--- config.mk ---
export PLATFORM = sky130hd
export DESIGN_NAME = hlock_phase_core
export DESIGN_NICKNAME = d
export VERILOG_FILES = /design/src/rtl/hlock_pkg.sv /design/src/rtl/hlock_edge_sync.sv /design/src/rtl/hlock_line_div.sv /design/src/rtl/hlock_phase_meas.sv /design/src/rtl/hlock_loop_ctl.sv /design/src/rtl/hlock_phase_core.sv
export SDC_FILE = /design/constraint.sdc
export NUM_CORES = 1
export LEC_CHECK = 0
export BUFFER_PORTS_ARGS = -buffer_cell sky130_fd_sc_hd__buf_4
export CAP_MARGIN = 0
export CORE_AREA = 4 4 102 104
export CTS_CLUSTER_DIAMETER = 50
export DETAILED_ROUTE_END_ITERATION = 6
export DIE_AREA = 0 0 106 108
export GPL_ROUTABILITY_DRIVEN = 0
export PLACE_DENSITY_LB_ADDON = 0.3
export SYNTH_ARGS = -nofsm -noshare
export SYNTH_HDL_FRONTEND = slang
export SYNTH_SLANG_ARGS = --single-unit
export TNS_END_PERCENT = 20
--- constraint.sdc ---
create_clock -name clk_i -period 2.6 [get_ports clk_i]
set_clock_uncertainty 0.1 [all_clocks]
set_input_delay 0.13 -clock clk_i [delete_from_list [all_inputs] [get_ports clk_i]]
set_output_delay 0.13 -clock clk_i [all_outputs]
set_load 0.03 [all_outputs]
--- src/rtl/hlock_pkg.sv ---
package hlock_pkg;

  localparam int unsigned LEN_W  = 12;
  localparam int unsigned PROG_W = 3;

  typedef enum logic [1:0] {
    PM_IDLE      = 2'd0,
    PM_WAIT_FB   = 2'd1,
    PM_WAIT_SYNC = 2'd2
  } pm_state_t;

  localparam logic [1:0] MODE_NORMAL = 2'b00;
  localparam logic [1:0] MODE_FAST   = 2'b01;

  // Video line lengths in pixel clocks, indexed by the program select.
  function automatic logic [LEN_W-1:0] line_len(input logic [PROG_W-1:0] sel);
    logic [LEN_W-1:0] n;
    case (sel)
      3'b000:  n = 12'd1702;
      3'b001:  n = 12'd1728;
      3'b010:  n = 12'd1888;
      3'b011:  n = 12'd2270;
      3'b100:  n = 12'd1364;
      3'b101:  n = 12'd1716;
      3'b110:  n = 12'd1560;
      default: n = 12'd1820;
    endcase
    return n;
  endfunction

endpackage

--- src/rtl/hlock_edge_sync.sv ---
module hlock_edge_sync #(
  parameter int unsigned STAGES = 2
) (
  input  logic clk_i,
  input  logic rst_i,
  input  logic async_i,
  output logic rise_o
);
  // Synchronizer stages plus one history flop for edge detection.
  logic [STAGES:0] sh_q;

  always_ff @(posedge clk_i) begin
    if (rst_i) sh_q <= '0;
    else       sh_q <= {sh_q[STAGES-1:0], async_i};
  end

  assign rise_o = sh_q[STAGES-1] & ~sh_q[STAGES];
endmodule

--- src/rtl/hlock_line_div.sv ---
module hlock_line_div
  import hlock_pkg::*;
#(
  parameter int unsigned CNT_W = LEN_W + 1
) (
  input  logic              clk_i,
  input  logic              rst_i,
  input  logic              en_i,
  input  logic [PROG_W-1:0] prog_i,
  output logic              tick_o
);
  logic [CNT_W-1:0] cnt_q;
  logic [CNT_W-1:0] last;
  logic             tick_q;

  // Count runs 0 .. 2N-1; ">=" keeps it bounded when the program shrinks.
  assign last = CNT_W'({line_len(prog_i), 1'b0}) - CNT_W'(1);

  always_ff @(posedge clk_i) begin
    if (rst_i || !en_i) begin
      cnt_q  <= '0;
      tick_q <= 1'b0;
    end else if (cnt_q >= last) begin
      cnt_q  <= '0;
      tick_q <= 1'b1;
    end else begin
      cnt_q  <= cnt_q + CNT_W'(1);
      tick_q <= 1'b0;
    end
  end

  assign tick_o = tick_q;
endmodule

--- src/rtl/hlock_phase_meas.sv ---
module hlock_phase_meas
  import hlock_pkg::*;
#(
  parameter int unsigned SEP_W = 8
) (
  input  logic             clk_i,
  input  logic             rst_i,
  input  logic             sync_edge_i,
  input  logic             fb_edge_i,
  output logic             meas_v_o,
  output logic             meas_up_o,
  output logic [SEP_W-1:0] meas_sep_o
);
  localparam logic [SEP_W-1:0] SEP_MAX = {SEP_W{1'b1}};

  pm_state_t        st_q;
  logic [SEP_W-1:0] gap_q;
  logic [SEP_W-1:0] gap_inc;
  logic             v_q, up_q;
  logic [SEP_W-1:0] sep_q;

  assign gap_inc = (gap_q == SEP_MAX) ? SEP_MAX : gap_q + SEP_W'(1);

  always_ff @(posedge clk_i) begin
    if (rst_i) begin
      st_q  <= PM_IDLE;
      gap_q <= '0;
      v_q   <= 1'b0;
      up_q  <= 1'b0;
      sep_q <= '0;
    end else begin
      v_q <= 1'b0;
      case (st_q)
        PM_IDLE: begin
          if (sync_edge_i && fb_edge_i) begin
            v_q   <= 1'b1;
            up_q  <= 1'b1;
            sep_q <= '0;
          end else if (sync_edge_i) begin
            st_q  <= PM_WAIT_FB;
            gap_q <= SEP_W'(1);
          end else if (fb_edge_i) begin
            st_q  <= PM_WAIT_SYNC;
            gap_q <= SEP_W'(1);
          end
        end
        PM_WAIT_FB: begin
          if (fb_edge_i) begin
            v_q   <= 1'b1;
            up_q  <= 1'b1;
            sep_q <= gap_q;
            st_q  <= PM_IDLE;
          end else if (sync_edge_i) begin
            gap_q <= SEP_W'(1);
          end else begin
            gap_q <= gap_inc;
          end
        end
        PM_WAIT_SYNC: begin
          if (sync_edge_i) begin
            v_q   <= 1'b1;
            up_q  <= 1'b0;
            sep_q <= gap_q;
            st_q  <= PM_IDLE;
          end else if (fb_edge_i) begin
            gap_q <= SEP_W'(1);
          end else begin
            gap_q <= gap_inc;
          end
        end
        default: st_q <= PM_IDLE;
      endcase
    end
  end

  assign meas_v_o   = v_q;
  assign meas_up_o  = up_q;
  assign meas_sep_o = sep_q;
endmodule

--- src/rtl/hlock_loop_ctl.sv ---
module hlock_loop_ctl
  import hlock_pkg::*;
#(
  parameter int unsigned SEP_W      = 8,
  parameter int unsigned LOCK_WIN   = 2,
  parameter int unsigned LOCK_LINES = 4
) (
  input  logic             clk_i,
  input  logic             rst_i,
  input  logic [1:0]       mode_i,
  input  logic             meas_v_i,
  input  logic             meas_up_i,
  input  logic [SEP_W-1:0] meas_sep_i,
  output logic             pump_up_o,
  output logic             pump_dn_o,
  output logic             boost_o,
  output logic             lock_n_o
);
  localparam int unsigned GOOD_W = $clog2(LOCK_LINES + 1);

  logic [GOOD_W-1:0] good_q, good_nxt;
  logic              in_win, locked_nxt;
  logic [SEP_W-1:0]  left_q, left_nxt;
  logic              dir_q, dir_nxt;
  logic              coast, fast;
  logic              up_q, dn_q, boost_q, lock_n_q;

  assign coast  = mode_i[1];
  assign fast   = (mode_i == MODE_FAST);
  assign in_win = (meas_sep_i <= SEP_W'(LOCK_WIN));

  always_comb begin
    good_nxt = good_q;
    if (meas_v_i) begin
      if (!in_win)                              good_nxt = '0;
      else if (good_q != GOOD_W'(LOCK_LINES))   good_nxt = good_q + GOOD_W'(1);
    end
  end

  assign locked_nxt = (good_nxt == GOOD_W'(LOCK_LINES));

  always_comb begin
    left_nxt = left_q;
    dir_nxt  = dir_q;
    if (coast) begin
      left_nxt = '0;
    end else if (meas_v_i) begin
      left_nxt = locked_nxt ? '0 : meas_sep_i;
      dir_nxt  = meas_up_i;
    end else if (left_q != '0) begin
      left_nxt = left_q - SEP_W'(1);
    end
  end

  always_ff @(posedge clk_i) begin
    if (rst_i) begin
      good_q   <= '0;
      left_q   <= '0;
      dir_q    <= 1'b0;
      up_q     <= 1'b0;
      dn_q     <= 1'b0;
      boost_q  <= 1'b0;
      lock_n_q <= 1'b1;
    end else begin
      good_q   <= good_nxt;
      left_q   <= left_nxt;
      dir_q    <= dir_nxt;
      up_q     <= (left_nxt != '0) &&  dir_nxt;
      dn_q     <= (left_nxt != '0) && !dir_nxt;
      boost_q  <= (left_nxt != '0) && fast;
      lock_n_q <= meas_v_i && !locked_nxt;
    end
  end

  assign pump_up_o = up_q;
  assign pump_dn_o = dn_q;
  assign boost_o   = boost_q;
  assign lock_n_o  = lock_n_q;
endmodule

--- src/rtl/hlock_phase_core.sv ---
module hlock_phase_core
  import hlock_pkg::*;
#(
  parameter int unsigned SYNC_STAGES = 2,
  parameter int unsigned SEP_W       = 8,
  parameter int unsigned LOCK_WIN    = 2,
  parameter int unsigned LOCK_LINES  = 4
) (
  input  logic       clk_i,
  input  logic       rst_i,
  input  logic [2:0] prog_i,
  input  logic       div_sel_i,
  input  logic [1:0] mode_i,
  input  logic       hsync_i,
  input  logic       ext_fb_i,
  output logic       pump_up_o,
  output logic       pump_dn_o,
  output logic       boost_o,
  output logic       lock_n_o,
  output logic       fb_out_o
);
  logic             sync_rise, ext_rise, int_tick, fb_edge;
  logic             meas_v, meas_up;
  logic [SEP_W-1:0] meas_sep;

  hlock_edge_sync #(.STAGES(SYNC_STAGES)) u_sync_hs (
    .clk_i(clk_i), .rst_i(rst_i), .async_i(hsync_i), .rise_o(sync_rise)
  );

  // Same chain on external feedback so both edges see equal latency.
  hlock_edge_sync #(.STAGES(SYNC_STAGES)) u_sync_fb (
    .clk_i(clk_i), .rst_i(rst_i), .async_i(ext_fb_i), .rise_o(ext_rise)
  );

  hlock_line_div u_div (
    .clk_i(clk_i), .rst_i(rst_i), .en_i(div_sel_i),
    .prog_i(prog_i), .tick_o(int_tick)
  );

  assign fb_edge  = div_sel_i ? int_tick : ext_rise;
  assign fb_out_o = int_tick;

  hlock_phase_meas #(.SEP_W(SEP_W)) u_meas (
    .clk_i(clk_i), .rst_i(rst_i),
    .sync_edge_i(sync_rise), .fb_edge_i(fb_edge),
    .meas_v_o(meas_v), .meas_up_o(meas_up), .meas_sep_o(meas_sep)
  );

  hlock_loop_ctl #(
    .SEP_W(SEP_W), .LOCK_WIN(LOCK_WIN), .LOCK_LINES(LOCK_LINES)
  ) u_ctl (
    .clk_i(clk_i), .rst_i(rst_i), .mode_i(mode_i),
    .meas_v_i(meas_v), .meas_up_i(meas_up), .meas_sep_i(meas_sep),
    .pump_up_o(pump_up_o), .pump_dn_o(pump_dn_o),
    .boost_o(boost_o), .lock_n_o(lock_n_o)
  );
endmodule

; ---- Word-level counts from Yosys, hierarchy flattened
; Index checks and enable logic that the tools add are counted.
[word_totals]
in_bits = 10
wordCells = 103
out_inout_bits = 5
regBits = 56
[op_classes]
magnitude_cmp = 2
n_bitwise = 4
n_eq_ne = 19
n_addsub = 5
n_mux = 39
n_reduce_logical = 18
[ops]
columns = op, count
row1 = $mux 8, 15
row2 = $pmux 12 s7, 1
row3 = $pmux 8 s3, 2
row4 = $reduce_bool 8->1, 2
row5 = $add 13x1->13 const B, 1
row6 = $ge 13x13->1, 1
row7 = $sub 13x1->13 const B, 1
row8 = $eq 3x3->1 const B, 4
row9 = $mux 1, 10
row10 = $mux 2, 5
row11 = $mux 3, 3
row12 = $add 8x1->8 const B, 1
row13 = $eq 8x8->1 const B, 1
row14 = $le 8x2->1 const B, 1
row15 = $reduce_and 4->1, 2
row16 = $sub 8x1->8 const B, 1
row17 = $eq 3x2->1 const B, 2
row18 = $ne 2x1->1 const B, 3
row19 = $ne 2x2->1 const B, 3
row20 = $pmux 1 s3, 2
row21 = $pmux 2 s3, 1
row22 = $logic_and 1x1->1, 5
row23 = $reduce_and 5->1, 1
row24 = $eq 2x1->1 const B, 2
row25 = other kinds (13), 17

; ---- Depth between registers and ports, before layout
; Gate-level depths: netlist of the first run.
[depth]
word_depth = 10
depth_mapped = 16
mapped_depth_nobuf = 14

; ---- Cells and area by module
; A second synthesis of the first run with hierarchy kept.
[hier_totals]
cells_unflattened = 367
area_unflattened_um2 = 3225.6
[modules_own_cells]
columns = module, n_inst, cells_per_inst, area_per_inst_um2, seq_area_each_um2
row1 = hlock_phase_meas, 1, 128, 1116.1, 400.4
row2 = hlock_line_div, 1, 116, 973.4, 280.3
row3 = hlock_loop_ctl, 1, 108, 945.9, 320.3
row4 = hlock_edge_sync, 2, 7, 87.6, 60.1
row5 = hlock_phase_core, 1, 1, 15.0, 0.0

; ---- Worst setup path before layout of the first run
; No wires, ideal clock.
[synth_path]
path_type = input to register
start = input prog_i[1]
end = register u_div.cnt_q[0]
required_time_ps = 2363
cell_stages = 13
t_arrival_ps = 2429
setup_ps = 137
path_slack_ps = -66
cell_sequence = clkbuf_1 nor2b_1 nand2_1 inv_1 nor2_1 ha_1 nor3_1 a21oi_1 ha_1 nand4_1 o311ai_1 clkbuf_1 a211oi_1
[synth_between]
elab_chain_len = 5
word_cells_on_any_way = 11
[synth_rtl]
columns = item, line
row1 = from (decl), hlock_phase_core.sv:11  ; input logic [2:0] prog_i,
row2 = $eq 3x3->1 (tied with other cells), hlock_pkg.sv:18  ; case (sel)
row3 = $pmux 12 s7 (*), hlock_pkg.sv:18
row4 = $sub 13x1->13 (*), hlock_line_div.sv:17  ; assign last = CNT_W'({line_len(prog_i), 1'b0}) - CNT_W'(1);
row5 = $ge 13x13->1 (*), hlock_line_div.sv:23  ; end else if (cnt_q >= last) begin
row6 = $reduce_or 2->1 (no line) (*), --
row7 = to (signal assigned), hlock_line_div.sv:27  ; cnt_q <= cnt_q + CNT_W'(1);
row8 = to (decl), hlock_line_div.sv:12  ; logic [CNT_W-1:0] cnt_q;
; Mark *: on every way between the ends. The rest lies on a longest branch, timed or not.
; A chain may end at the register's enable or synchronous reset.

; ---- Final worst setup path of the first run
[layout_path]
start = input prog_i[2]
end = register u_div.cnt_q[12]
; The elaborated chain is that of the path after synthesis.

==> run metrics, run 1 <==
via count of the first global-routing pass=2,553; share of the yosys chip area belonging to registers=0.347; number of enable flip-flop cells after synthesis=0; Most Frequent Cell on Critical Path=sky130_fd_sc_hd__nor2_1; minimum hold slack=29.8 ps; setup total negative slack=0 ps; longest individual stage delay on the worst path=280 ps; post-placement cell count=520; synthesized area per cell=8.51 um2; buffers and inverters on the worst path=2; Final #Nets=430; share of layout cells above drive strength 1=0.128; wire length of the first global-routing pass=roughly 12,000 um; cell taking the most area after synthesis=sky130_fd_sc_hd__dfxtp_1; critical-path cell with the highest stage delay=sky130_fd_sc_hd__o21ai_1; post-synthesis cell count=379; pin count of the biggest net entering global routing=34; most instantiated library cell after synthesis=sky130_fd_sc_hd__dfxtp_1; num rows=36; critical path required time=2720 ps; fmax=429 MHz; count of warnings emitted by yosys=0; leak pwr=1.38 nW; Remaining Overflow, GRT=0; crit path DAT=2450 ps; nature of the critical path startpoint=input port; die width=106 um; All-Layer GR Usage=0.119; Post-synth top flop=sky130_fd_sc_hd__dfxtp_1; router iterations before antenna repair=4; final number of hold-violating endpoints=0; minimum period implied by the final worst setup slack=2330 ps; TritonCTS clock tree=yes; Synth async-reset ratio=0; final routed wirelength across all metal layers=6690 um; worst slew margin relative to its limit=0.293; endpoints failing setup=0; via count=2,705; largest cells by area after synthesis=sky130_fd_sc_hd__dfxtp_1, sky130_fd_sc_hd__ha_1, sky130_fd_sc_hd__nand2_1; number of pins with negative max-slew slack in the final report=0; category of cells accounting for the largest share of critical-path delay=compound AO/OA/AOI/OAI gates; distinct cell type count after synthesis=59; worst IR drop on VDD=245 uV; clock transition at the registers of the reported paths=90 ps; floorplan core area=9550 um2; worst min path class=input port to flip-flop; critical path, cell by cell=buf_4, nor2b_1, nand2_1, inv_1, nor2_1, ha_1, nor2_1, nor2_1, a21oi_1, ha_1, a21oi_1, nor2b_1, o21ai_1, o311ai_2, a211oi_1; drt wl/cell=between 10 and 15 um; ranking of synthesized cells by instance count=sky130_fd_sc_hd__dfxtp_1, sky130_fd_sc_hd__nand2_1, sky130_fd_sc_hd__a21oi_1; maximum buffer depth of the clock tree=2; count of placed standard cells in the final layout, fillers left out=roughly 530; Post-Synthesis Net Count=411; total clock buffers created by CTS=5; status=completed; Max-Cap Viols=0; maximum fanout count along the critical path=8; area growth from synthesis to final layout=12.9%; initial standard-cell utilization of the core=0.338; antenna-violating nets left=0; Overall Power=between 2 and 2.5 mW; count of inserted antenna diode cells=0; Worst-Skew Late Latency=300 ps; worst slack after detailed placement=-216 ps; Crit. path cell count=15; top-area cell type share of the netlist area=0.347; Clock Root Buffer=sky130_fd_sc_hd__clkbuf_8; count of input and output buffers=14; initial antenna violation count=0; die height=108 um; Final period util=0.896; worst hold stages=4; clk sink count=between 50 and 60; hpwl dp=about 5000 um; category of the worst setup path capture point=flip-flop; violation count after the first detailed-routing iteration=71; worst-case reg-to-reg path depth=8; die outline area=11,400 um2; # H-tree levels=2; post-detailed-route via-to-cell ratio=approximately 5; Worst-Margin Slew=1060 ps; synthesized flop and latch total=56; final worst slack=270 ps; power density over the cells=619 nW/um2; boundary pin count=15; Worst Path Class, Setup=input port to flip-flop; Synth Cell Area=3230 um2; drc violations=0
[worst register-to-register path, cell delays in order, from the launching register on]
cell                       delay (ps)
sky130_fd_sc_hd__dfxtp_1          430
sky130_fd_sc_hd__inv_1             90
sky130_fd_sc_hd__ha_1             240
sky130_fd_sc_hd__nor4b_1          180
sky130_fd_sc_hd__and2_1           210
sky130_fd_sc_hd__a2111o_1         360
sky130_fd_sc_hd__nor4_1           350
sky130_fd_sc_hd__buf_4            190
sky130_fd_sc_hd__nor4_1            40
[per-layer routing]
metal | vias to the layer above | track usage | wire [um]
met5 | - | 0 | 0
met1 | 1258 | 0.164 | 3450
li1 | 1414 | - | -
met2 | 28 | 0.196 | 3030
met4 | 0 | 0.0222 | 40
met3 | 5 | 0.0221 | 167
[where the power goes]
part	leakage, nW	internal [mW]	switching [mW]	total [mW]
clock	0.0400	0.183	0.275	0.458
sequential	0.454	0.915	0.0644	0.979
combinational	0.886	0.382	0.435	0.817
[kinds of logic (layout without fill, tap and decap cells)]
kind of cell             count (synthesis)  after routing  share of synthesized area
AND/OR/NAND/NOR                        143            143                      0.223
AO/OA/AOI/OAI                          105            106                      0.240
flip-flops                              56             56                      0.347
buffers and inverters                   30             48                     0.0399
adder cells (fa/ha/maj)                 22             22                     0.0853
XOR/XNOR                                20             20                     0.0543
multiplexers                             3              3                    0.00969
[worst paths after layout]
check	startpoint	to	slack, ps
hold reg to reg	u_sync_fb.sh_q[0]$_SDFF_PP0_	u_sync_fb.sh_q[1]$_SDFF_PP0_	340
setup / recovery	prog_i[2]	u_div.cnt_q[12]$_SDFF_PP0_	270
hold / removal	mode_i[1]	u_ctl.pump_dn_o$_SDFF_PP0_	30
setup reg to reg	u_ctl.left_q[0]$_SDFF_PP0_	u_ctl.pump_up_o$_SDFF_PP0_	280
[cell type report]
cell class              count  area [um2]
clock buffers               5        68.8
clock inverters             2        12.5
fillers                  1001        5910
inverters                  14        52.6
multi-input cells         294        2010
flip-flops and latches     56        1120
well taps                 133         166
repair buffers             27         210
[cells in the final DEF (no fill, tap or decap), types with 11 or more instances in the layout]
| master | Yosys | layout |
|---|---|---|
| sky130_fd_sc_hd__a211oi_1 | 16 | 16 |
| sky130_fd_sc_hd__a21oi_1 | 26 | 26 |
| sky130_fd_sc_hd__buf_4 | 0 | 24 |
| sky130_fd_sc_hd__dfxtp_1 | 56 | 56 |
| sky130_fd_sc_hd__ha_1 | 22 | 22 |
| sky130_fd_sc_hd__inv_1 | 14 | 14 |
| sky130_fd_sc_hd__nand2_1 | 41 | 41 |
| sky130_fd_sc_hd__nand3_1 | 16 | 16 |
| sky130_fd_sc_hd__nor2_1 | 25 | 25 |
| sky130_fd_sc_hd__nor2b_1 | 11 | 11 |
| sky130_fd_sc_hd__nor3_1 | 12 | 12 |
[sequential cells by signal, summed over array words and instances (netlist names)]
name and count:
u_div.cnt_q 13, u_meas.st_q 2, u_sync_hs.sh_q 3, u_sync_fb.sh_q 3
u_meas.meas_sep_o 8, u_ctl.lock_n_o 1, u_ctl.dir_q 1, u_ctl.pump_up_o 1
u_ctl.left_q 8, u_ctl.good_q 3, u_ctl.pump_dn_o 1, u_meas.gap_q 8
u_div.tick_o 1, u_meas.meas_v_o 1, u_ctl.boost_o 1, u_meas.meas_up_o 1
[metrics by stage]
stage	utilization	cell area, um2
floorplan	-	3240
global placement	0.367	3500
detailed placement	0.367	3500
CTS	0.379	3620
global route	0.381	3640
finish	0.381	3640
[what timing repair did]
action | in CTS | in global routing
hold buffers | 3 | 0
resized for setup | 0 | 2
hold endpoints to repair | 3 | 0
buffers inserted | 0 | 0
endpoints found under the setup margin | 0 | 14
Power figures use the tool's default switching activity.
==> run 2, diff against run 1 <==
Settings changed: ABC_AREA set to 1, CORE_AREA 4 4 102 104 to 4 4 100 102, DIE_AREA 0 0 106 108 to 0 0 104 106.
==> run 2 against run 1 <==
Against the previous run: global-route usage fell by 0.22 points; utilization barely moved; hold slack improved by 78 ps; critical path depth rose by 1; critical path type unchanged.
==> run metrics, run 2 <==
maximum fanout count along the critical path=13 (+5); final number of hold-violating endpoints=0 (unchanged); largest cells by area after synthesis=sky130_fd_sc_hd__dfxtp_1, sky130_fd_sc_hd__nand2_1, sky130_fd_sc_hd__ha_1; Remaining Overflow, GRT=0 (unchanged); number of pins with negative max-slew slack in the final report=0 (unchanged); via count of the first global-routing pass=2,526 (-1.1%); synthesized flop and latch total=56 (unchanged); crit path DAT=2380 ps (-70 ps); worst-case reg-to-reg path depth=11 (+3); Most flops, register=u_div.cnt_q; count of inserted antenna diode cells=0 (unchanged); Worst-Skew Late Latency=310 ps (about the same); top-area cell type share of the netlist area=0.360 (+0.0124); All-Layer GR Usage=0.116 (-0.00219); most frequent standard cell in the layout excluding fill and tap cells=sky130_fd_sc_hd__nand2_1; Max-Cap Viols=0 (unchanged); Final period util=0.861 (-0.0354); number of enable flip-flop cells after synthesis=0 (unchanged); Final #Nets=495 (+15%); synthesized area per cell=7.03 um2 (-17%); Synth Cell Area=3120 um2 (-3.5%); critical path required time=2740 ps (+20 ps); ranking of synthesized cells by instance count=sky130_fd_sc_hd__nand2_1, sky130_fd_sc_hd__nor2_1, sky130_fd_sc_hd__dfxtp_1; distinct cell type count after synthesis=37 (-37%); antenna-violating nets left=0 (unchanged); area growth from synthesis to final layout=11.5%; worst min path class=input port to flip-flop; setup total negative slack=0 ps (unchanged); worst IR drop on VDD=338 uV (+38%); most instantiated library cell after synthesis=sky130_fd_sc_hd__nand2_1; total clock buffers created by CTS=5 (unchanged); post-detailed-route via-to-cell ratio=4.68 (-8.2%); number of flip-flops under the largest register name=13 (unchanged); TritonCTS clock tree=yes; via count=2,690 (-0.55%); Filler Cell Count=980 (-2.1%); worst slew margin relative to its limit=0.745 (+0.452); Clock Root Buffer=sky130_fd_sc_hd__clkbuf_8; die height=106 um (-1.9%); worst hold stages=2 (-2); leak pwr=1.50 nW (+8.4%); initial standard-cell utilization of the core=0.342 (+0.00411); drt wl/cell=10.9 um (-14%); final routed wirelength across all metal layers=6260 um (-6.3%); post-synthesis cell count=443 (+17%); fmax=447 MHz (+4.1%); # H-tree levels=2 (unchanged); nature of the critical path startpoint=input port; die width=104 um (-1.9%); minimum hold slack=108 ps (+78.0 ps); power density over the cells=834 nW/um2 (+35%); count of input and output buffers=14 (unchanged); Synth async-reset ratio=0 (unchanged); share of the yosys chip area belonging to registers=0.360 (+0.0124); category of the worst setup path capture point=flip-flop; router iterations before antenna repair=6 (+2); status=completed; maximum buffer depth of the clock tree=2 (unchanged); count of warnings emitted by yosys=0 (unchanged); endpoints failing setup=0 (unchanged); violation count after the first detailed-routing iteration=67 (-5.6%); utilization of the core after routing=0.381 (about the same); combined flip-flop and latch cell area=1120 um2 (unchanged); floorplan core area=9110 um2 (-4.6%); cell taking the most area after synthesis=sky130_fd_sc_hd__dfxtp_1; boundary pin count=15 (unchanged); RSZ-0062 raised after global routing=no; die outline area=11,000 um2 (-3.7%); drc violations=0 (unchanged); postcts setup bufs=0 (unchanged); num rows=35 (-2.8%); Post-Synthesis Net Count=475 (+16%); hpwl dp=4840 um (-1.5%); Worst-Margin Slew=383 ps (-677 ps); share of layout cells above drive strength 1=0.0905 (-0.0376); Multi-input gate area=1740 um2 (-14%); commonest cells after routing, fill and taps aside=sky130_fd_sc_hd__nand2_1, sky130_fd_sc_hd__nor2_1, sky130_fd_sc_hd__dfxtp_1; initial antenna violation count=0 (unchanged); clock transition at the registers of the reported paths=110 ps (+20 ps); clk sink count=56 (unchanged); wire length of the first global-routing pass=10,900 um (-5.2%); Worst Path Class, Setup=input port to flip-flop; pin count of the biggest net entering global routing=37 (+8.8%); Post-synth top flop=sky130_fd_sc_hd__dfxtp_1; minimum period implied by the final worst setup slack=2240 ps (-91.9 ps)
## run 2: changes by cell type after synthesis, sizes merged, moves of 7 or more
cell	before	now
nand2	41	102
nor2	25	68
inv	14	56
a211oi	24	0
nand3	16	36
nor2b	11	0
o21ai	9	19
a31oi	10	1
and3	8	0
clkbuf	12	5
## run 2: layout make-up
type / count / share of cell area
Clock inverter: 2 / 0.00396
Tap cell: 111 / 0.0400
Timing Repair Buffer: 22 / 0.0512
Sequential cell: 56 / 0.323
Clock buffer: 6 / 0.0209
Inverter: 57 / 0.0616
Multi-Input combinational cell: 321 / 0.500
## run 2: critical path, stage by stage
cell and delay (ps):
sky130_fd_sc_hd__buf_4 130, sky130_fd_sc_hd__inv_1 80, sky130_fd_sc_hd__o21ai_0 110, sky130_fd_sc_hd__inv_1 80, sky130_fd_sc_hd__nand2_1 70, sky130_fd_sc_hd__ha_1 210
sky130_fd_sc_hd__nor2_1 120, sky130_fd_sc_hd__mux2i_1 230, sky130_fd_sc_hd__ha_1 280, sky130_fd_sc_hd__a21oi_1 130, sky130_fd_sc_hd__o21ai_0 90, sky130_fd_sc_hd__a21oi_1 130
sky130_fd_sc_hd__nand3_1 110, sky130_fd_sc_hd__nand3b_1 170, sky130_fd_sc_hd__buf_4 190, sky130_fd_sc_hd__nor3_1 120
## run 2: where the power goes
group	internal, mW	total (mW)	switching, mW
Combinational	0.502	1.41	0.906
Clock	0.193	0.475	0.282
Sequential	0.954	1.01	0.0600
## run 2: stage by stage
step	area, um2	cells	worst slack [ps]	total power, mW
floorplan	3120	443	413	2.15
global placement	3340	562	160	2.43
detailed placement	3340	562	58.6	2.43
CTS	3470	575	373	2.93
global route	3470	575	132	3.18
finish	3470	575	362	2.90
## run 2: final timing paths
check	startpoint	to	slack (ps)
setup / recovery	prog_i[2]	u_div.cnt_q[4]$_SDFF_PP0_	360
hold / removal	rst_i	u_ctl.left_q[6]$_SDFF_PP0_	110
setup reg to reg	u_ctl.good_q[0]$_SDFF_PP0_	u_ctl.boost_o$_SDFF_PP0_	620
hold reg to reg	u_sync_hs.sh_q[1]$_SDFF_PP0_	u_sync_hs.sh_q[2]$_SDFF_PP0_	320
## run 2: cell families after synthesis
family,after synthesis,synth area share
AO/OA/AOI/OAI,55,0.0984
XOR/XNOR,13,0.0365
adder cells (fa/ha/maj),22,0.0884
buffers and inverters,66,0.0831
flip-flops,56,0.360
multiplexers,2,0.00643
AND/OR/NAND/NOR,229,0.327
## run 2: what timing repair did
action                    4_1_cts  5_1_grt
hold endpoints to repair        5        0
hold buffers                    5        0
resized for setup               0        0
## run 2: layer usage
| layer | vias to the layer above | routed length [um] | GRT usage |
|---|---|---|---|
| met5 | - | 0 | 0 |
| met4 | 0 | 48 | 0.0228 |
| met3 | 4 | 188 | 0.0304 |
| met2 | 26 | 2920 | 0.202 |
| met1 | 1201 | 3110 | 0.146 |
| li1 | 1459 | - | - |
